===== config.mk =====
export PLATFORM = sky130hd
export DESIGN_NAME = asram_ctrl
export DESIGN_NICKNAME = d
export VERILOG_FILES = /design/src/rtl/asram_pkg.sv /design/src/rtl/asram_tcount.sv /design/src/rtl/asram_dpath.sv /design/src/rtl/asram_seq.sv /design/src/rtl/asram_ctrl.sv
export SDC_FILE = /design/constraint.sdc
export NUM_CORES = 1
export LEC_CHECK = 0
export ABC_AREA = 1
export BUFFER_PORTS_ARGS = -buffer_cell sky130_fd_sc_hd__clkbuf_2
export CAP_MARGIN = 30
export CORE_MARGIN = 2
export CORE_UTILIZATION = 52
export CTS_CLUSTER_DIAMETER = 200
export DETAILED_ROUTE_END_ITERATION = 12
export GPL_TIMING_DRIVEN = 0
export PLACE_DENSITY = 0.87
export SETUP_SLACK_MARGIN = 0.1
export SKIP_LAST_GASP = 1
export SLEW_MARGIN = 20
export SYNTH_ARGS = -nofsm -noshare
export SYNTH_HDL_FRONTEND = slang
export SYNTH_HIERARCHICAL = 1
export SYNTH_SLANG_ARGS = --single-unit
export TNS_END_PERCENT = 5

===== constraint.sdc =====
create_clock -name clk -period 2.85 [get_ports clk]
set_input_delay 0.285 -clock clk [delete_from_list [all_inputs] [get_ports clk]]
set_output_delay 0.285 -clock clk [all_outputs]
set_load 0.01 [all_outputs]

===== src/rtl/asram_pkg.sv =====
package asram_pkg;

  typedef enum logic [2:0] {
    ST_IDLE,
    ST_TURN,
    ST_RD,
    ST_WAS,
    ST_WPUL,
    ST_WREC
  } seq_st_e;

  // nanoseconds to clock cycles, rounded up; zero stays zero
  function automatic int ns_to_cyc(input int t_ns, input int clk_ns);
    if (t_ns <= 0) return 0;
    return (t_ns + clk_ns - 1) / clk_ns;
  endfunction

  function automatic int imax(input int a, input int b);
    return (a > b) ? a : b;
  endfunction

endpackage


===== src/rtl/asram_tcount.sv =====
module asram_tcount #(
  parameter int CNT_W = 3
) (
  input  logic             clk,
  input  logic             rst_n,
  input  logic             load,
  input  logic [CNT_W-1:0] load_val,
  output logic [CNT_W-1:0] cnt_d,
  output logic             zero
);

  logic [CNT_W-1:0] cnt_q;

  always_comb begin
    if (load)             cnt_d = load_val;
    else if (cnt_q != '0) cnt_d = cnt_q - 1'b1;
    else                  cnt_d = cnt_q;
  end

  always_ff @(posedge clk or negedge rst_n) begin
    if (!rst_n) cnt_q <= '0;
    else        cnt_q <= cnt_d;
  end

  assign zero = (cnt_q == '0);

endmodule


===== src/rtl/asram_dpath.sv =====
module asram_dpath #(
  parameter int ADDR_W = 11,
  parameter int DATA_W = 8
) (
  input  logic              clk,
  input  logic              rst_n,
  input  logic              accept,
  input  logic              capture,
  input  logic [ADDR_W-1:0] host_addr,
  input  logic [DATA_W-1:0] host_wdata,
  input  logic [DATA_W-1:0] mem_din,
  output logic [ADDR_W-1:0] addr_q,
  output logic [DATA_W-1:0] wdata_q,
  output logic [DATA_W-1:0] rdata_q,
  output logic              rvalid_q
);

  // request fields: loaded only on the accepting edge
  always_ff @(posedge clk or negedge rst_n) begin
    if (!rst_n) begin
      addr_q  <= '0;
      wdata_q <= '0;
    end else if (accept) begin
      addr_q  <= host_addr;
      wdata_q <= host_wdata;
    end
  end

  // read return register
  always_ff @(posedge clk or negedge rst_n) begin
    if (!rst_n) rdata_q <= '0;
    else if (capture) rdata_q <= mem_din;
  end

  always_ff @(posedge clk or negedge rst_n) begin
    if (!rst_n) rvalid_q <= 1'b0;
    else        rvalid_q <= capture;
  end

endmodule


===== src/rtl/asram_seq.sv =====
module asram_seq
  import asram_pkg::*;
#(
  parameter int CNT_W     = 3,
  parameter int L_RD      = 5,
  parameter int L_AS      = 0,
  parameter int L_WP      = 4,
  parameter int L_REC     = 1,
  parameter int DRV_FROM  = 0,
  parameter int WR_OE_LOW = 0
) (
  input  logic             clk,
  input  logic             rst_n,
  input  logic             req,
  input  logic             wr,
  output logic             ready,
  output logic             accept,
  output logic             capture,
  output logic             cnt_load,
  output logic [CNT_W-1:0] cnt_val,
  input  logic [CNT_W-1:0] cnt_d,
  input  logic             cnt_zero,
  output logic             cs_n,
  output logic             we_n,
  output logic             oe_n,
  output logic             drv
);

  localparam logic [CNT_W-1:0] V_RD  = CNT_W'(L_RD - 1);
  localparam logic [CNT_W-1:0] V_AS  = CNT_W'((L_AS  > 0) ? L_AS  - 1 : 0);
  localparam logic [CNT_W-1:0] V_WP  = CNT_W'(L_WP - 1);
  localparam logic [CNT_W-1:0] V_REC = CNT_W'((L_REC > 0) ? L_REC - 1 : 0);
  localparam logic [CNT_W-1:0] DRV_LAST = CNT_W'(L_WP - 1 - DRV_FROM);
  localparam seq_st_e          WR_ST = (L_AS > 0) ? ST_WAS : ST_WPUL;
  localparam logic [CNT_W-1:0] WR_V  = (L_AS > 0) ? V_AS : V_WP;

  seq_st_e st_q, st_d;
  logic    last_rd_q, last_rd_d;
  logic    cs_n_d, we_n_d, oe_n_d, drv_d;

  // next state and counter control
  always_comb begin
    st_d      = st_q;
    last_rd_d = last_rd_q;
    cnt_load  = 1'b0;
    cnt_val   = '0;
    accept    = 1'b0;
    capture   = 1'b0;
    unique case (st_q)
      ST_IDLE: begin
        if (req) begin
          accept = 1'b1;
          cnt_load = 1'b1;
          if (wr) begin
            last_rd_d = 1'b0;
            if (last_rd_q) begin
              st_d    = ST_TURN;
              cnt_val = '0;
            end else begin
              st_d    = WR_ST;
              cnt_val = WR_V;
            end
          end else begin
            st_d    = ST_RD;
            cnt_val = V_RD;
          end
        end
      end
      ST_TURN: begin
        st_d     = WR_ST;
        cnt_load = 1'b1;
        cnt_val  = WR_V;
      end
      ST_RD: begin
        if (cnt_zero) begin
          capture   = 1'b1;
          last_rd_d = 1'b1;
          st_d      = ST_IDLE;
        end
      end
      ST_WAS: begin
        if (cnt_zero) begin
          st_d     = ST_WPUL;
          cnt_load = 1'b1;
          cnt_val  = V_WP;
        end
      end
      ST_WPUL: begin
        if (cnt_zero) begin
          if (L_REC > 0) begin
            st_d     = ST_WREC;
            cnt_load = 1'b1;
            cnt_val  = V_REC;
          end else begin
            st_d = ST_IDLE;
          end
        end
      end
      ST_WREC: begin
        if (cnt_zero) st_d = ST_IDLE;
      end
      default: st_d = ST_IDLE;
    endcase
  end

  // strobe decode from the next state, registered below
  always_comb begin
    cs_n_d = !(st_d inside {ST_RD, ST_WAS, ST_WPUL, ST_WREC});
    we_n_d = (st_d != ST_WPUL);
    oe_n_d = !((st_d == ST_RD) ||
               ((WR_OE_LOW != 0) && (st_d inside {ST_WAS, ST_WPUL})));
    drv_d  = ((st_d == ST_WPUL) && (cnt_d <= DRV_LAST)) || (st_d == ST_WREC);
  end

  always_ff @(posedge clk or negedge rst_n) begin
    if (!rst_n) begin
      st_q      <= ST_IDLE;
      last_rd_q <= 1'b0;
      cs_n      <= 1'b1;
      we_n      <= 1'b1;
      oe_n      <= 1'b1;
      drv       <= 1'b0;
    end else begin
      st_q      <= st_d;
      last_rd_q <= last_rd_d;
      cs_n      <= cs_n_d;
      we_n      <= we_n_d;
      oe_n      <= oe_n_d;
      drv       <= drv_d;
    end
  end

  assign ready = (st_q == ST_IDLE);

endmodule


===== src/rtl/asram_ctrl.sv =====
module asram_ctrl
  import asram_pkg::*;
#(
  parameter int ADDR_W    = 11,
  parameter int DATA_W    = 8,
  parameter int CLK_NS    = 4,
  parameter int T_RC      = 20,
  parameter int T_AA      = 19,
  parameter int T_OE      = 10,
  parameter int T_WC      = 20,
  parameter int T_WP      = 12,
  parameter int T_DW      = 12,
  parameter int T_AW      = 15,
  parameter int T_AS      = 0,
  parameter int T_WHZ     = 8,
  parameter int T_DH      = 0,
  parameter int T_WR      = 0,
  parameter int WR_OE_LOW = 0
) (
  input  logic              clk,
  input  logic              rst_n,
  input  logic              host_req,
  input  logic              host_wr,
  input  logic [ADDR_W-1:0] host_addr,
  input  logic [DATA_W-1:0] host_wdata,
  output logic              host_ready,
  output logic              host_rvalid,
  output logic [DATA_W-1:0] host_rdata,
  output logic [ADDR_W-1:0] mem_addr,
  output logic              mem_cs_n,
  output logic              mem_we_n,
  output logic              mem_oe_n,
  output logic [DATA_W-1:0] mem_dout,
  output logic              mem_doe,
  input  logic [DATA_W-1:0] mem_din
);

  localparam int C_RC  = ns_to_cyc(T_RC,  CLK_NS);
  localparam int C_AA  = ns_to_cyc(T_AA,  CLK_NS);
  localparam int C_OE  = ns_to_cyc(T_OE,  CLK_NS);
  localparam int C_WC  = ns_to_cyc(T_WC,  CLK_NS);
  localparam int C_WP  = ns_to_cyc(T_WP,  CLK_NS);
  localparam int C_DW  = ns_to_cyc(T_DW,  CLK_NS);
  localparam int C_AW  = ns_to_cyc(T_AW,  CLK_NS);
  localparam int C_AS  = ns_to_cyc(T_AS,  CLK_NS);
  localparam int C_WHZ = ns_to_cyc(T_WHZ, CLK_NS);
  localparam int C_DH  = ns_to_cyc(T_DH,  CLK_NS);
  localparam int C_WR  = ns_to_cyc(T_WR,  CLK_NS);

  localparam int L_RD  = imax(imax(C_AA, C_OE), imax(C_RC, 1));
  localparam int L_WP0 = imax(imax(C_WP, C_DW), imax(C_AW - C_AS, 1));
  localparam int L_WP  = imax(L_WP0, (WR_OE_LOW != 0) ? C_WHZ + C_DW : 0);
  localparam int L_REC = imax(imax(C_DH, C_WR), C_WC - C_AS - L_WP);
  localparam int DRV_FROM = (WR_OE_LOW != 0) ? C_WHZ : 0;
  localparam int L_MAX = imax(imax(L_RD, L_WP), imax(C_AS, L_REC));
  localparam int CNT_W = $clog2(L_MAX + 1);

  // reset: asserted asynchronously, released on the clock
  logic [1:0] rst_sync_q;
  logic       rst_int_n;

  always_ff @(posedge clk or negedge rst_n) begin
    if (!rst_n) rst_sync_q <= 2'b00;
    else        rst_sync_q <= {rst_sync_q[0], 1'b1};
  end
  assign rst_int_n = rst_sync_q[1];

  logic             accept, capture, cnt_load, cnt_zero;
  logic [CNT_W-1:0] cnt_val, cnt_d;

  asram_tcount #(.CNT_W(CNT_W)) u_tcount (
    .clk      (clk),
    .rst_n    (rst_int_n),
    .load     (cnt_load),
    .load_val (cnt_val),
    .cnt_d    (cnt_d),
    .zero     (cnt_zero)
  );

  asram_seq #(
    .CNT_W     (CNT_W),
    .L_RD      (L_RD),
    .L_AS      (C_AS),
    .L_WP      (L_WP),
    .L_REC     (L_REC),
    .DRV_FROM  (DRV_FROM),
    .WR_OE_LOW (WR_OE_LOW)
  ) u_seq (
    .clk      (clk),
    .rst_n    (rst_int_n),
    .req      (host_req),
    .wr       (host_wr),
    .ready    (host_ready),
    .accept   (accept),
    .capture  (capture),
    .cnt_load (cnt_load),
    .cnt_val  (cnt_val),
    .cnt_d    (cnt_d),
    .cnt_zero (cnt_zero),
    .cs_n     (mem_cs_n),
    .we_n     (mem_we_n),
    .oe_n     (mem_oe_n),
    .drv      (mem_doe)
  );

  asram_dpath #(.ADDR_W(ADDR_W), .DATA_W(DATA_W)) u_dpath (
    .clk        (clk),
    .rst_n      (rst_int_n),
    .accept     (accept),
    .capture    (capture),
    .host_addr  (host_addr),
    .host_wdata (host_wdata),
    .mem_din    (mem_din),
    .addr_q     (mem_addr),
    .wdata_q    (mem_dout),
    .rdata_q    (host_rdata),
    .rvalid_q   (host_rvalid)
  );

endmodule


======== After elaboration in Yosys (flattened, before gate mapping) ========
Index checks and enable logic that the tools add are counted.
storage, ports and cells
  input port bits ......................... 31
  output and inout bits ................... 33
  word-level logic and storage cells ...... 62
  register bits ........................... 41
operators by class
  $add $sub $neg .......................... 1
  reduce and logical (&&, ||, !) cells .... 12
  multiplexer cells ....................... 23
  eq/ne operators ......................... 13
  magnitude comparators ................... 1
operators by type and width
  cell                                                                   number
  3-bit 2-to-1 mux                                                       10
  3-bit one-hot mux with 5 select lines                                  1
  3-bit by 2-bit equality test with 1-bit output, second input constant  4
  3-bit equality test, second input constant                             4
  3-bit one-hot mux with 3 select lines                                  1
  1-bit 2-to-1 mux                                                       7
  3-bit logical NOT                                                      2
  2-bit inequality test, second input constant                           3
  2-bit 2-to-1 mux                                                       2
  4-bit AND reduction                                                    1
  4-bit nonzero test                                                     1
  2-bit OR reduction                                                     2
  3-bit by 1-bit equality test with 1-bit output, second input constant  1
  3-bit by 2-bit <= comparator with 1-bit output, second input constant  1
  3-bit inequality test, second input constant                           1
  1-bit one-hot mux with 3 select lines                                  1
  3-bit nonzero test                                                     1
  3-bit by 1-bit subtractor with 3-bit output, second input constant     1
  1-bit logical NOT                                                      2
  1-bit one-hot mux with 2 select lines                                  1
  2-bit nonzero test                                                     1
  1-bit logical AND                                                      1
  1-bit logical OR                                                       1

======== Logic depth before layout (Yosys ltp) ========
Gate-level depths: netlist of the first run.
  depth in word-level cells ............... 8
  mapped depth ............................ 12
  mapped depth without buffers ............ 12

======== Hierarchy ========
The synthesis of the first run kept the hierarchy.
modules (own cells, without submodules)
  module        seq. area each (sq um)  cells an instance  area each (sq um)  times used
  asram_dpath   700.7                   115                1068.5             1
  asram_seq     203.9                   61                 450.4              1
  asram_tcount  75.1                    25                 186.4              1
  asram_ctrl    50.0                    3                  53.8               1

======== Least setup slack after synthesis of the first run ========
No wires, ideal clock.
  path kind ............................... reg-to-reg
  start point ............................. reg u_tcount.cnt_q[0]
  end point ............................... reg u_seq.drv
  clock period less this slack ............ 1.882 ns
  path buffers ............................ 0
  required time ........................... 2.737 ns
  setup slack ............................. 0.968 ns
  cell stages (with the launch flop) ...... 13
  data arrival time ....................... 1.770 ns
  library setup time ...................... 0.113 ns
  cell sequence ........................... dfrtp_1 > inv_1 > ha_1 > ha_1 > nor2_4 > nor2_1 > or3_1 > inv_2 > nand2_1 > nand2_1 > nand3_1 > nand2_1 > inv_1
between the ends
  longest elaborated chain between the ends .. 7
  elaborated cells on any way between the ends .. 18
  classes of those cells .................. add/sub (1); order compare (1); eq/ne (2); mux (10); reduce/logical (4)
RTL lines
  item                                            RTL line            source
  start: declaration                              asram_tcount.sv:12  logic [CNT_W-1:0] cnt_q;
  start signal: assignment                        asram_tcount.sv:22  else cnt_q <= cnt_d;
  3-bit logical NOT                               asram_tcount.sv:25  assign zero = (cnt_q == '0);
  via cnt_zero                                    asram_ctrl.sv:68    logic accept, capture, cnt_load, cnt_zero;
  1-bit 2-to-1 mux                                asram_seq.sv:82     if (cnt_zero) begin
  1-bit one-hot mux with 3 select lines           asram_seq.sv:49     unique case (st_q)
  via cnt_load                                    asram_ctrl.sv:68
  3-bit 2-to-1 mux                                asram_tcount.sv:15  if (load) cnt_d = load_val;
  via cnt_d[2]                                    asram_ctrl.sv:69    logic [CNT_W-1:0] cnt_val, cnt_d;
  3-bit by 2-bit <= comparator with 1-bit output  asram_seq.sv:112    drv_d = ((st_d == ST_WPUL) && (cnt_d <= DRV_LAST)) || (st_d == ST_WREC);
  1-bit logical AND                               asram_seq.sv:112
  1-bit logical OR                                asram_seq.sv:112
  via u_seq.drv_d                                 asram_seq.sv:39     logic cs_n_d, we_n_d, oe_n_d, drv_d;
  end signal: assignment                          asram_seq.sv:129    drv <= drv_d;
  end: declaration                                asram_seq.sv:26     output logic drv
The timed path passes the listed nets, and every way through them passes these cells.
A chain may end at the register's enable or synchronous reset.

======== Final worst setup path of the first run ========
Same ends and word-level chain as after synthesis.

==> run_summary.xml, run 1 <==
<?xml version="1.0" encoding="UTF-8"?>
<metrics>
  <group name="status">
    <metric name="run_status" unit="">finished clean</metric>
  </group>
  <group name="synth">
    <metric name="netlist_top_cells_count" unit="">nand2_1, dfrtp_1, inv_1</metric>
    <metric name="number_of_flops_mapped_to_enable_cells_by_yosys" unit="">0</metric>
    <metric name="netlist_area" unit="sq um">1760</metric>
    <metric name="synth_compound_area_frac" unit="">0.0128</metric>
    <metric name="synthFlopType" unit="">dfrtp_1</metric>
    <metric name="synth.mux.area_fraction" unit="">0</metric>
    <metric name="post_synth_and_or_nand_nor_area_fraction" unit="">0.299</metric>
    <metric name="post_synthesis_async_set_or_reset_flop_share" unit="">1.00</metric>
    <metric name="synth_warnings" unit="">6</metric>
    <metric name="synth_fa_ha_area_frac" unit="">0.0213</metric>
    <metric name="ys_ff_latch" unit="">41</metric>
    <metric name="synthesis.instances" unit="">204</metric>
    <metric name="synth.yosys.seq_area_share" unit="">0.585</metric>
    <metric name="yosys.area.top_type" unit="">dfrtp_1</metric>
    <metric name="largest_family_of_logic_cells_by_synthesized_area" unit="">simple AND/OR/NAND/NOR gates</metric>
    <metric name="synth.net_count" unit="">238</metric>
    <metric name="synthMostInstantiatedCell" unit="">nand2_1</metric>
    <metric name="synth_area_leaders" unit="">dfrtp_1, nand2_1, dfstp_2</metric>
    <metric name="post-synth-top-area-fraction" unit="">0.541</metric>
    <metric name="syn_avg_cell_area" unit="sq um">8.62</metric>
    <metric name="synth_xor_area_frac" unit="">0</metric>
    <metric name="yosys.cell_types.count" unit="">18</metric>
  </group>
  <group name="place">
    <metric name="post_dp_area" unit="sq um">2150</metric>
    <metric name="routabilityCongestion" unit="">0.763</metric>
    <metric name="dpl_worst_slack" unit="ns">0.782</metric>
    <metric name="port_buffers" unit="">63</metric>
    <metric name="dpl.hpwl" unit="um">2630</metric>
  </group>
  <group name="sta">
    <metric name="maxSlewViolCount" unit="">0</metric>
    <metric name="setup-tns-final" unit="ns">0</metric>
    <metric name="rsz_0062_raised_after_global_routing" unit="">no</metric>
    <metric name="clock.fmax" unit="MHz">477</metric>
    <metric name="finalHoldViolCount" unit="">0</metric>
    <metric name="report.final.setup_viol" unit="">0</metric>
    <metric name="hold_slack" unit="ns">0.0917</metric>
    <metric name="layout_min_cycle_time" unit="ns">2.10</metric>
    <metric name="final.setup_skew" unit="ns">0.0143</metric>
    <metric name="worst_slack" unit="ns">0.752</metric>
    <metric name="fin_crit_sh" unit="">0.736</metric>
  </group>
  <group name="critical_path">
    <metric name="startpoint_type" unit="">flip-flop</metric>
    <metric name="cp_cell_sequence" unit="">inv_1, ha_1, ha_1, nor2_4, nor2_1, or3_1, inv_2, nand2_1, nand2_1, nand3_1, nand2_1, inv_1</metric>
    <metric name="required" unit="ns">3.09</metric>
    <metric name="crit_path_end_kind" unit="">flip-flop</metric>
    <metric name="timing.critical_path.fanout_max" unit="">7</metric>
    <metric name="critical_path.most_common_cell" unit="">nand2_1</metric>
    <metric name="worst_ep_arrival_time" unit="ns">2.34</metric>
    <metric name="worst_path_max_delay_cell" unit="">or3_1</metric>
    <metric name="timing.critical_path.buf_inv" unit="">3</metric>
    <metric name="worstSetupPathType" unit="">flip-flop to flip-flop</metric>
    <metric name="slowest_delay" unit="ns">0.43</metric>
    <metric name="critical-path-top-delay-family" unit="">simple AND/OR/NAND/NOR gates</metric>
  </group>
  <group name="power_and_ir_drop">
    <metric name="combinational_fraction_of_design_power" unit="">0.446</metric>
    <metric name="vdd_ir_drop_max" unit="V">0.000562</metric>
    <metric name="power.density_cell_area" unit="nW/um^2">1120</metric>
    <metric name="clock_power_share" unit="">0.153</metric>
    <metric name="p_sw" unit="uW">996</metric>
    <metric name="internal-power" unit="mW">1.52</metric>
    <metric name="power_frac_seq" unit="">0.401</metric>
    <metric name="p_leak" unit="nW">1.33</metric>
    <metric name="switching_share" unit="">0.396</metric>
  </group>
  <group name="die">
    <metric name="die_y" unit="um">62.2</metric>
    <metric name="io_pins" unit="">64</metric>
    <metric name="rows" unit="">21</metric>
    <metric name="design.die.area" unit="sq um">3860</metric>
    <metric name="core_area" unit="sq um">3280</metric>
    <metric name="initial_core_util" unit="">0.536</metric>
    <metric name="fp.dieW" unit="um">62.2</metric>
  </group>
  <group name="job">
    <metric name="max_cap_viol_count" unit="">0</metric>
  </group>
  <group name="clock_tree">
    <metric name="post_cts_resized" unit="">0</metric>
    <metric name="cts_hold_buf" unit="">1</metric>
    <metric name="post-cts-setup-buffers" unit="">0</metric>
    <metric name="cts.clk_slew.worst_paths" unit="ns">0.12</metric>
    <metric name="clk_latency" unit="ns">0.34</metric>
    <metric name="cts.sinks" unit="">41</metric>
    <metric name="cts_root_buffer" unit="">clkbuf_4</metric>
    <metric name="cts_max_level" unit="">2</metric>
    <metric name="cts-buffers-inserted" unit="">5</metric>
    <metric name="tritoncts" unit="">done</metric>
    <metric name="cts.path.max_buffers" unit="">2</metric>
  </group>
  <group name="detailed_routing">
    <metric name="detailedRoute.firstPassIterationCount" unit="">4</metric>
    <metric name="drt-total-wl" unit="um">3430</metric>
    <metric name="route.antenna.remaining_nets" unit="">0</metric>
    <metric name="drcViolationCount" unit="">0</metric>
    <metric name="wire_per_inst" unit="um">10.6</metric>
    <metric name="drt_iter0_markers" unit="">61</metric>
    <metric name="vias_per_cell" unit="">4.52</metric>
    <metric name="routed-via-count" unit="">1459</metric>
  </group>
  <group name="min_path">
    <metric name="holdCritPathClass" unit="">flip-flop to asynchronous set/reset pin</metric>
  </group>
  <group name="global_routing">
    <metric name="grt_overflow" unit="">0</metric>
    <metric name="initial_antenna_violation_count" unit="">0</metric>
    <metric name="grt_pass1_vias" unit="">1432</metric>
    <metric name="largest_net_degree_at_the_start_of_global_routing" unit="">34</metric>
    <metric name="grt_pass1_wl" unit="um">5980</metric>
    <metric name="gr-usage-all-layers" unit="">0.193</metric>
  </group>
  <group name="finish">
    <metric name="design.final.nets" unit="">310</metric>
    <metric name="fillCellCount" unit="">271</metric>
    <metric name="flow.area_growth_from_synthesis" unit="%">28.0</metric>
    <metric name="num_antenna_cells" unit="">0</metric>
    <metric name="layout.cell_area.non_filler" unit="sq um">2250</metric>
    <metric name="proportion_of_layout_cells_with_a_drive_suffix_above_1" unit="">0.336</metric>
  </group>
</metrics>
[state kept, by name (all words and copies together), names as in the netlist]
register and flops:
u_dpath/addr_q 11, u_seq/drv 1, u_seq/last_rd_q 1, u_dpath/rvalid_q 1
u_seq/we_n 1, u_tcount/cnt_q 3, u_seq/oe_n 1, u_seq/cs_n 1
rst_sync_q 2, u_dpath/rdata_q 8, u_seq/st_q 3, u_dpath/wdata_q 8
[cells in the final DEF (no fill, tap or decap), drive strengths merged]
cell type    Yosys  routed
buf              5       6
bufinv           0       1
clkbuf           0      69
clkinvlp         0       1
conb             1       1
dfrtp           38      38
dfstp            3       3
dlygate4sd3      0       1
ha               3       3
inv             21      21
nand2          112     112
nand3            4       4
nor2            13      13
o211ai           1       1
o21ai            2       2
or3              1       1
[power groups by stage]
stage	Sequential, mW	Clock [mW]	Combinational [mW]
floorplan	1.12	0	0.624
global placement	1.02	0	1.07
detailed placement	1.02	0	1.13
CTS	1.01	0.395	1.13
global route	1.04	0.427	1.26
finish	1.01	0.386	1.12
[routing by layer]
layer,global-route usage,part of all wire,up-vias
met5,0,0,-
met3,0.0417,0.056,4
met2,0.353,0.52,51
met4,0.0889,0.0090,0
met1,0.213,0.42,663
li1,-,-,741
[cell families (layout without fill, tap and decap cells)]
logic type | Yosys count | count (layout)
and+or+nand+nor | 130 | 130
DFF | 41 | 41
buffers and inverters | 26 | 99
adders and majority gates | 3 | 3
AOI/OAI and AO/OA | 3 | 3
other | 1 | 1
[worst paths after layout]
| check | startpoint | slack [ns] | endpoint | depth (start not counted) |
|---|---|---|---|---|
| worst max-delay path | u_tcount/cnt_q[0] | 0.75 | u_seq/drv | 12 |
| worst min-delay path | rst_sync_q[1] | 0.09 | u_dpath/addr_q[0] | 0 |
| worst max register to register | u_tcount/cnt_q[0] | 0.75 | u_seq/drv | 12 |
| worst min register to register | rst_sync_q[1] | 0.09 | u_dpath/addr_q[0] | 0 |
| max in group asynchronous | rst_sync_q[1] | 2.28 | u_seq/we_n | 1 |
| min in group clk | host_addr[7] | 0.14 | u_dpath/addr_q[7] | 3 |
[through the flow]
| stage | utilization | total power [mW] | cells |
|---|---|---|---|
| final | 0.686 | 2.52 | 323 |
| after global routing | 0.686 | 2.73 | 323 |
| after CTS | 0.686 | 2.53 | 323 |
| after detailed placement | 0.656 | 2.14 | 314 |
| after global placement | 0.649 | 2.09 | 313 |
| after floorplan | - | 1.74 | 204 |
[layout make-up]
cell class,count,area (sq um),share of cell area
Clock buffer,6,51.3,0.0228
Inverter,21,78.8,0.0350
Sequential cell,41,1030,0.458
Tap cell,46,57.6,0.0256
Multi-Input combinational cell,137,589,0.262
Clock inverter,2,37.5,0.0167
Buffer,5,61.3,0.0272
Timing Repair Buffer,65,345,0.153
(Power assumes the default switching activity.)
==> inputs of run 2 (changes only) <==
Settings changed: CORE_UTILIZATION 52 to 44, PLACE_DENSITY 0.87 to 0.79.
Clock period 2.85 ns to 1.8 ns, I/O delays scaled along.
==> run_summary.xml, run 2 (synthesis results as in run 1) <==
<?xml version="1.0" encoding="UTF-8"?>
<metrics>
  <group name="status">
    <metric name="run_status" unit="">finished clean</metric>
  </group>
  <group name="sta">
    <metric name="clock.fmax" unit="MHz">562</metric>
    <metric name="final.setup_skew" unit="ns">0.00887</metric>
    <metric name="report.final.setup_viol" unit="">0</metric>
    <metric name="rsz_0062_raised_after_global_routing" unit="">yes</metric>
    <metric name="hold_slack" unit="ns">0.0860</metric>
    <metric name="finalHoldViolCount" unit="">0</metric>
    <metric name="maxSlewViolCount" unit="">0</metric>
    <metric name="worst_slack" unit="ns">0.0194</metric>
    <metric name="fin_crit_sh" unit="">0.989</metric>
    <metric name="layout_min_cycle_time" unit="ns">1.78</metric>
  </group>
  <group name="detailed_routing">
    <metric name="drt_iter0_markers" unit="">71</metric>
    <metric name="wire_per_inst" unit="um">9.92</metric>
    <metric name="route.antenna.remaining_nets" unit="">0</metric>
    <metric name="routed-via-count" unit="">1459</metric>
    <metric name="drt-total-wl" unit="um">3260</metric>
    <metric name="detailedRoute.firstPassIterationCount" unit="">4</metric>
    <metric name="vias_per_cell" unit="">4.43</metric>
    <metric name="drcViolationCount" unit="">0</metric>
  </group>
  <group name="critical_path">
    <metric name="critical_path.most_common_cell" unit="">nand2_1</metric>
    <metric name="worst_ep_arrival_time" unit="ns">1.96</metric>
    <metric name="timing.critical_path.fanout_max" unit="">3</metric>
    <metric name="worst_path_max_delay_cell" unit="">dfrtp_1</metric>
    <metric name="startpoint_type" unit="">flip-flop</metric>
    <metric name="required" unit="ns">1.98</metric>
    <metric name="worstSetupPathType" unit="">flip-flop to flip-flop</metric>
    <metric name="crit_path_end_kind" unit="">flip-flop</metric>
    <metric name="cp_cell_sequence" unit="">inv_2, ha_4, ha_4, nor2_4, nor2_1, or3_4, inv_2, nand2_1, nand2_1, nand3_1, nand2_1, inv_1</metric>
    <metric name="slowest_delay" unit="ns">0.38</metric>
  </group>
  <group name="global_routing">
    <metric name="grt_pass1_vias" unit="">1171</metric>
    <metric name="largest_net_degree_at_the_start_of_global_routing" unit="">25</metric>
    <metric name="grt_pass1_wl" unit="um">4950</metric>
    <metric name="initial_antenna_violation_count" unit="">0</metric>
    <metric name="gr-usage-all-layers" unit="">0.149</metric>
    <metric name="grt_overflow" unit="">0</metric>
  </group>
  <group name="finish">
    <metric name="most-common-layout-cells" unit="">nand2_1, clkbuf_2, dfrtp_1, inv_1, nor2_1</metric>
    <metric name="design.final.nets" unit="">314</metric>
    <metric name="reg.largest.list" unit="">u_dpath/addr_q: 11 flops, u_dpath/rdata_q: 8 flops, u_dpath/wdata_q: 8 flops</metric>
    <metric name="number_of_flip_flops_under_the_largest_register_name" unit="">11</metric>
    <metric name="largest_register" unit="">u_dpath/addr_q</metric>
    <metric name="layout.cells.most_common" unit="">nand2_1</metric>
    <metric name="fillCellCount" unit="">339</metric>
    <metric name="num_antenna_cells" unit="">0</metric>
    <metric name="final_core_utilization" unit="">0.619</metric>
    <metric name="flow.area_growth_from_synthesis" unit="%">31.7</metric>
    <metric name="proportion_of_layout_cells_with_a_drive_suffix_above_1" unit="">0.356</metric>
  </group>
  <group name="clock_tree">
    <metric name="tritoncts" unit="">done</metric>
    <metric name="cts.path.max_buffers" unit="">2</metric>
    <metric name="cts_max_level" unit="">2</metric>
    <metric name="clk_latency" unit="ns">0.29</metric>
    <metric name="cts-buffers-inserted" unit="">5</metric>
    <metric name="cts.sinks" unit="">41</metric>
    <metric name="cts_root_buffer" unit="">clkbuf_8</metric>
    <metric name="cts.clk_slew.worst_paths" unit="ns">0.08</metric>
  </group>
  <group name="die">
    <metric name="die_y" unit="um">67.2</metric>
    <metric name="initial_core_util" unit="">0.470</metric>
    <metric name="rows" unit="">22</metric>
    <metric name="io_pins" unit="">64</metric>
    <metric name="core_area" unit="sq um">3740</metric>
    <metric name="fp.dieW" unit="um">67.2</metric>
    <metric name="design.die.area" unit="sq um">4520</metric>
  </group>
  <group name="place">
    <metric name="dpl_worst_slack" unit="ns">-0.0407</metric>
    <metric name="dpl.hpwl" unit="um">2490</metric>
    <metric name="routabilityCongestion" unit="">0.834</metric>
    <metric name="port_buffers" unit="">63</metric>
  </group>
  <group name="power_and_ir_drop">
    <metric name="p_leak" unit="nW">1.35</metric>
    <metric name="power.density_cell_area" unit="nW/um^2">1760</metric>
    <metric name="vdd_ir_drop_max" unit="V">0.000833</metric>
  </group>
  <group name="job">
    <metric name="max_cap_viol_count" unit="">0</metric>
  </group>
  <group name="min_path">
    <metric name="holdCritPathClass" unit="">input pin to flip-flop</metric>
  </group>
</metrics>
-- run 2: cell types whose count changed in the layout (fill, tap and decap cells not counted), moves of 2 or more --
cell	delta
buf_4	+4
clkbuf_4	-5
clkbuf_8	+4
clkinv_2	+2
ha_1	-2
ha_4	+2
-- run 2: critical path: cells and delay by family (launching register included) --
kind / cells / cell delay, ns
and+or+nand+nor: 7 / 0.80
DFF: 1 / 0.38
adders and majority gates: 2 / 0.33
buffers and inverters: 3 / 0.17
-- run 2: what timing repair did --
| action | 4_1_cts | 5_1_grt |
|---|---|---|
| pin swaps | 3 | 0 |
| endpoints found under the hold margin | 2 | 0 |
| setup endpoints to repair | 9 | 11 |
| resized for setup | 0 | 0 |
| setup buffers | 4 | 0 |
| hold buffers | 1 | 0 |
-- run 2: final timing paths --
kind,from,to,slack (ns),cells past startpoint
hold / removal,host_wdata[5],u_dpath/wdata_q[5],0.09,3
max in group asynchronous,rst_sync_q[1],u_seq/cs_n,1.09,1
setup reg to reg,u_tcount/cnt_q[0],u_seq/drv,0.02,12
min in group asynchronous,rst_sync_q[1],u_dpath/addr_q[0],0.18,0
hold reg to reg,rst_sync_q[1],u_dpath/addr_q[0],0.18,0
setup / recovery,u_tcount/cnt_q[0],u_seq/drv,0.02,12
-- run 2: final cells by class --
class                      instances  area (sq um)  share of cell area
clock inverter                     2          10.0             0.00432
multi-input combinational        137           619               0.267
buffer                             5          61.3              0.0265
sequential                        41          1030               0.445
inverter                          21          78.8              0.0340
clock buffer                       6          72.6              0.0313
tap                               48          60.1              0.0259
timing repair buffer              69           383               0.165
-- run 2: per-stage QoR --
step	cell area (sq um)	setup TNS (ns)	total power [mW]	cells
after floorplan	1790	0	2.84	204
after global placement	2160	-0.00772	3.40	315
after detailed placement	2190	-0.0407	3.47	316
after CTS	2320	0	4.12	329
after global routing	2320	-0.0839	4.45	329
final	2320	0	4.07	329
-- run 2: layer usage --
metal  global-route usage  up-vias  wire length (um)
met5                    0        -                 0
met4               0.0459        0                22
met3               0.0550        4               261
met2                0.238       60              1450
met1                0.189      642              1530
li1                     -      753                 -
-- run 2: power by group --
part           switching (mW)  leakage [nW]  internal (mW)
sequential              0.225         0.499           1.37
combinational            1.09         0.805          0.828
clock                   0.290        0.0450          0.268
==> inputs of run 3 (changes only) <==
Settings changed: ABC_AREA 1 to 0.
==> run_summary.xml, run 3 <==
<?xml version="1.0" encoding="UTF-8"?>
<metrics>
  <group name="synth">
    <metric name="synth.yosys.seq_area_share" unit="">0.568</metric>
    <metric name="synth_compound_area_frac" unit="">0.0677</metric>
    <metric name="ys_ff_latch" unit="">41</metric>
    <metric name="synth.mux.area_fraction" unit="">0.197</metric>
    <metric name="synthesis.instances" unit="">130</metric>
    <metric name="synth_fa_ha_area_frac" unit="">0.0207</metric>
    <metric name="netlist_area" unit="sq um">1810</metric>
    <metric name="yosys.cell_types.count" unit="">35</metric>
    <metric name="yosys.area.top_type" unit="">dfrtp_1</metric>
    <metric name="post-synth-top-area-fraction" unit="">0.525</metric>
    <metric name="synth_warnings" unit="">6</metric>
    <metric name="synth_xor_area_frac" unit="">0.00967</metric>
    <metric name="post_synthesis_async_set_or_reset_flop_share" unit="">1.00</metric>
    <metric name="largest_family_of_logic_cells_by_synthesized_area" unit="">multiplexers</metric>
    <metric name="number_of_flops_mapped_to_enable_cells_by_yosys" unit="">0</metric>
    <metric name="syn_avg_cell_area" unit="sq um">13.9</metric>
    <metric name="post_synth_and_or_nand_nor_area_fraction" unit="">0.0849</metric>
    <metric name="synth.net_count" unit="">164</metric>
    <metric name="synthFlopType" unit="">dfrtp_1</metric>
    <metric name="synth_area_leaders" unit="">dfrtp_1, mux2_2, mux2_4</metric>
    <metric name="synthMostInstantiatedCell" unit="">dfrtp_1</metric>
    <metric name="netlist_top_cells_count" unit="">dfrtp_1, mux2_2, mux2_4</metric>
  </group>
  <group name="sta">
    <metric name="finalHoldViolCount" unit="">0</metric>
    <metric name="rsz_0062_raised_after_global_routing" unit="">yes</metric>
    <metric name="maxSlewViolCount" unit="">0</metric>
    <metric name="worst_slack" unit="ns">-0.105</metric>
    <metric name="layout_min_cycle_time" unit="ns">1.90</metric>
    <metric name="final.setup_skew" unit="ns">0.00384</metric>
    <metric name="clock.fmax" unit="MHz">525</metric>
    <metric name="hold_slack" unit="ns">0.121</metric>
    <metric name="report.final.setup_viol" unit="">9</metric>
    <metric name="fin_crit_sh" unit="">1.06</metric>
    <metric name="setup-tns-final" unit="ns">-0.364</metric>
  </group>
  <group name="critical_path">
    <metric name="cp_cell_sequence" unit="">inv_2, ha_4, ha_4, nand2b_4, a21oi_2, o21ai_2, mux2_4, inv_2, o21ai_1, o21a_1, o22ai_2</metric>
    <metric name="worst_ep_arrival_time" unit="ns">2.12</metric>
    <metric name="required" unit="ns">2.01</metric>
    <metric name="regToRegSetupSlack" unit="ns">-0.10</metric>
    <metric name="endpoint_of_the_lowest_slack_register_to_register_path" unit="">u_seq/drv</metric>
    <metric name="worstSetupPathType" unit="">flip-flop to flip-flop</metric>
    <metric name="timing.critical_path.buf_inv" unit="">2</metric>
    <metric name="critical-path-top-delay-family" unit="">compound AO/OA/AOI/OAI gates</metric>
    <metric name="startpoint_type" unit="">flip-flop</metric>
    <metric name="slowest_delay" unit="ns">0.39</metric>
    <metric name="ff2ff_path_depth" unit="">11</metric>
    <metric name="timing.critical_path.fanout_max" unit="">6</metric>
    <metric name="worst_path_max_delay_cell" unit="">dfrtp_1</metric>
    <metric name="crit_path_end_kind" unit="">flip-flop</metric>
    <metric name="r2r-start" unit="">u_tcount/cnt_q[0]</metric>
    <metric name="path_depth" unit="">11</metric>
  </group>
  <group name="die">
    <metric name="rows" unit="">23</metric>
    <metric name="core_area" unit="sq um">3970</metric>
    <metric name="die_y" unit="um">68.2</metric>
    <metric name="initial_core_util" unit="">0.456</metric>
    <metric name="io_pins" unit="">64</metric>
    <metric name="fp.dieW" unit="um">68.2</metric>
    <metric name="design.die.area" unit="sq um">4650</metric>
  </group>
  <group name="detailed_routing">
    <metric name="drcViolationCount" unit="">0</metric>
    <metric name="drt_iter0_markers" unit="">42</metric>
    <metric name="wire_per_inst" unit="um">13.2</metric>
    <metric name="vias_per_cell" unit="">4.96</metric>
    <metric name="detailedRoute.firstPassIterationCount" unit="">4</metric>
    <metric name="drt-total-wl" unit="um">3500</metric>
    <metric name="routed-via-count" unit="">1315</metric>
    <metric name="route.antenna.remaining_nets" unit="">0</metric>
  </group>
  <group name="min_path">
    <metric name="holdCritPathClass" unit="">input pin to flip-flop</metric>
    <metric name="hold_start" unit="">mem_din[5]</metric>
    <metric name="holdPathEnd" unit="">u_dpath/rdata_q[5]</metric>
    <metric name="hold_path_depth" unit="">2</metric>
  </group>
  <group name="finish">
    <metric name="flow.area_growth_from_synthesis" unit="%">36.8</metric>
    <metric name="design.final.nets" unit="">248</metric>
    <metric name="reg.largest.list" unit="">u_dpath/addr_q: 11 flops, u_dpath/rdata_q: 8 flops, u_dpath/wdata_q: 8 flops</metric>
    <metric name="multiInputGateArea" unit="sq um">732</metric>
    <metric name="fillCellCount" unit="">307</metric>
    <metric name="most-common-layout-cells" unit="">clkbuf_2, dfrtp_1, mux2_2, buf_4, mux2_4</metric>
    <metric name="num_antenna_cells" unit="">0</metric>
    <metric name="number_of_flip_flops_under_the_largest_register_name" unit="">11</metric>
    <metric name="largest_register" unit="">u_dpath/addr_q</metric>
    <metric name="layout.cell_area.non_filler" unit="sq um">2480</metric>
    <metric name="proportion_of_layout_cells_with_a_drive_suffix_above_1" unit="">0.642</metric>
    <metric name="layout.cells.most_common" unit="">clkbuf_2</metric>
    <metric name="final_core_utilization" unit="">0.624</metric>
    <metric name="finish.cell_count_without_fillers" unit="">265</metric>
    <metric name="final-seq-area" unit="sq um">1030</metric>
  </group>
  <group name="power_and_ir_drop">
    <metric name="power.density_cell_area" unit="nW/um^2">1870</metric>
    <metric name="power.total" unit="mW">4.64</metric>
    <metric name="internal-power" unit="mW">3.08</metric>
    <metric name="combinational_fraction_of_design_power" unit="">0.495</metric>
    <metric name="vdd_ir_drop_max" unit="V">0.000880</metric>
    <metric name="p_leak" unit="nW">1.24</metric>
    <metric name="power_frac_seq" unit="">0.342</metric>
    <metric name="p_sw" unit="mW">1.56</metric>
    <metric name="switching_share" unit="">0.337</metric>
    <metric name="clock_power_share" unit="">0.163</metric>
  </group>
  <group name="clock_tree">
    <metric name="cts.clk_slew.worst_paths" unit="ns">0.08</metric>
    <metric name="cts_max_level" unit="">2</metric>
    <metric name="cts_root_buffer" unit="">clkbuf_8</metric>
    <metric name="cts.path.max_buffers" unit="">2</metric>
    <metric name="clk_latency" unit="ns">0.28</metric>
    <metric name="cts.sinks" unit="">41</metric>
    <metric name="tritoncts" unit="">done</metric>
    <metric name="cts-buffers-inserted" unit="">5</metric>
  </group>
  <group name="status">
    <metric name="violations" unit="">negative setup slack</metric>
    <metric name="run_status" unit="">finished with violations</metric>
  </group>
  <group name="place">
    <metric name="dpl_worst_slack" unit="ns">-0.338</metric>
    <metric name="port_buffers" unit="">63</metric>
    <metric name="dpl.hpwl" unit="um">2480</metric>
    <metric name="post_dp_area" unit="sq um">2260</metric>
    <metric name="routabilityCongestion" unit="">0.804</metric>
    <metric name="placedCellCount" unit="">244</metric>
  </group>
  <group name="global_routing">
    <metric name="gr-usage-all-layers" unit="">0.155</metric>
    <metric name="grt_overflow" unit="">0</metric>
    <metric name="grt_pass1_vias" unit="">1236</metric>
    <metric name="grt_pass1_wl" unit="um">5290</metric>
    <metric name="initial_antenna_violation_count" unit="">0</metric>
    <metric name="largest_net_degree_at_the_start_of_global_routing" unit="">24</metric>
  </group>
  <group name="job">
    <metric name="max_cap_viol_count" unit="">0</metric>
  </group>
</metrics>
==> run 3: cell types whose count changed in the layout (fill, tap and decap cells not counted), sizes merged, moves of 8 or more <==
cell,previous run,this run
nor2,13,5
inv,21,6
nand2,112,8
mux2,0,28
buf,10,20
==> run 3: layout make-up <==
class                           instances  area share
Tap cell                               50      0.0252
Inverter                                6     0.00909
Timing Repair Buffer                   77       0.179
Buffer                                  7      0.0273
Clock inverter                          2      0.0151
Sequential cell                        41       0.416
Multi-Input combinational cell         76       0.295
Clock buffer                            6      0.0333
==> run 3: cells by family after synthesis <==
kind of cell / Yosys count
multiplexers: 28
buffers and inverters: 13
AND/OR/NAND/NOR: 26
flip-flops: 41
XOR/XNOR: 2
AO/OA/AOI/OAI: 16
other: 1
adder cells (fa/ha/maj): 3
==> run 3: power by group through the flow <==
stage | Clock (mW) | Combinational (mW) | Sequential (mW)
2_1_floorplan | 0 | 1.27 | 1.79
3_3_place_gp | 0 | 2.01 | 1.61
3_5_place_dp | 0 | 2.07 | 1.62
4_1_cts | 0.795 | 2.25 | 1.59
5_1_grt | 0.823 | 2.49 | 1.64
6_report | 0.755 | 2.30 | 1.59
==> run 3: what timing repair did <==
action	4_1_cts	5_1_grt
endpoints found under the setup margin	10	20
hold buffers	1	0
resized for setup	0	0
pin swaps	4	1
hold endpoints to repair	2	0
buffers inserted	9	3
gates cloned	0	0
==> run 3: worst max path at each step <==
stage | startpoint | end | slack, ns
global placement | u_tcount/cnt_q[1] | u_seq/drv | -0.31
finish | u_tcount/cnt_q[0] | u_seq/drv | -0.10
CTS | u_tcount/cnt_q[0] | u_seq/drv | -0.08
floorplan | u_tcount/cnt_q[1] | u_seq/drv | -0.19
global route | u_tcount/cnt_q[0] | u_seq/drv | -0.20
detailed placement | u_tcount/cnt_q[1] | u_seq/drv | -0.34
==> run 3: per-layer routing <==
metal | GRT usage | vias to the layer above | share of wire
li1 | - | 613 | -
met1 | 0.179 | 636 | 0.44
met2 | 0.254 | 60 | 0.45
met3 | 0.0477 | 6 | 0.088
met4 | 0.0900 | 0 | 0.019
met5 | 0 | - | 0
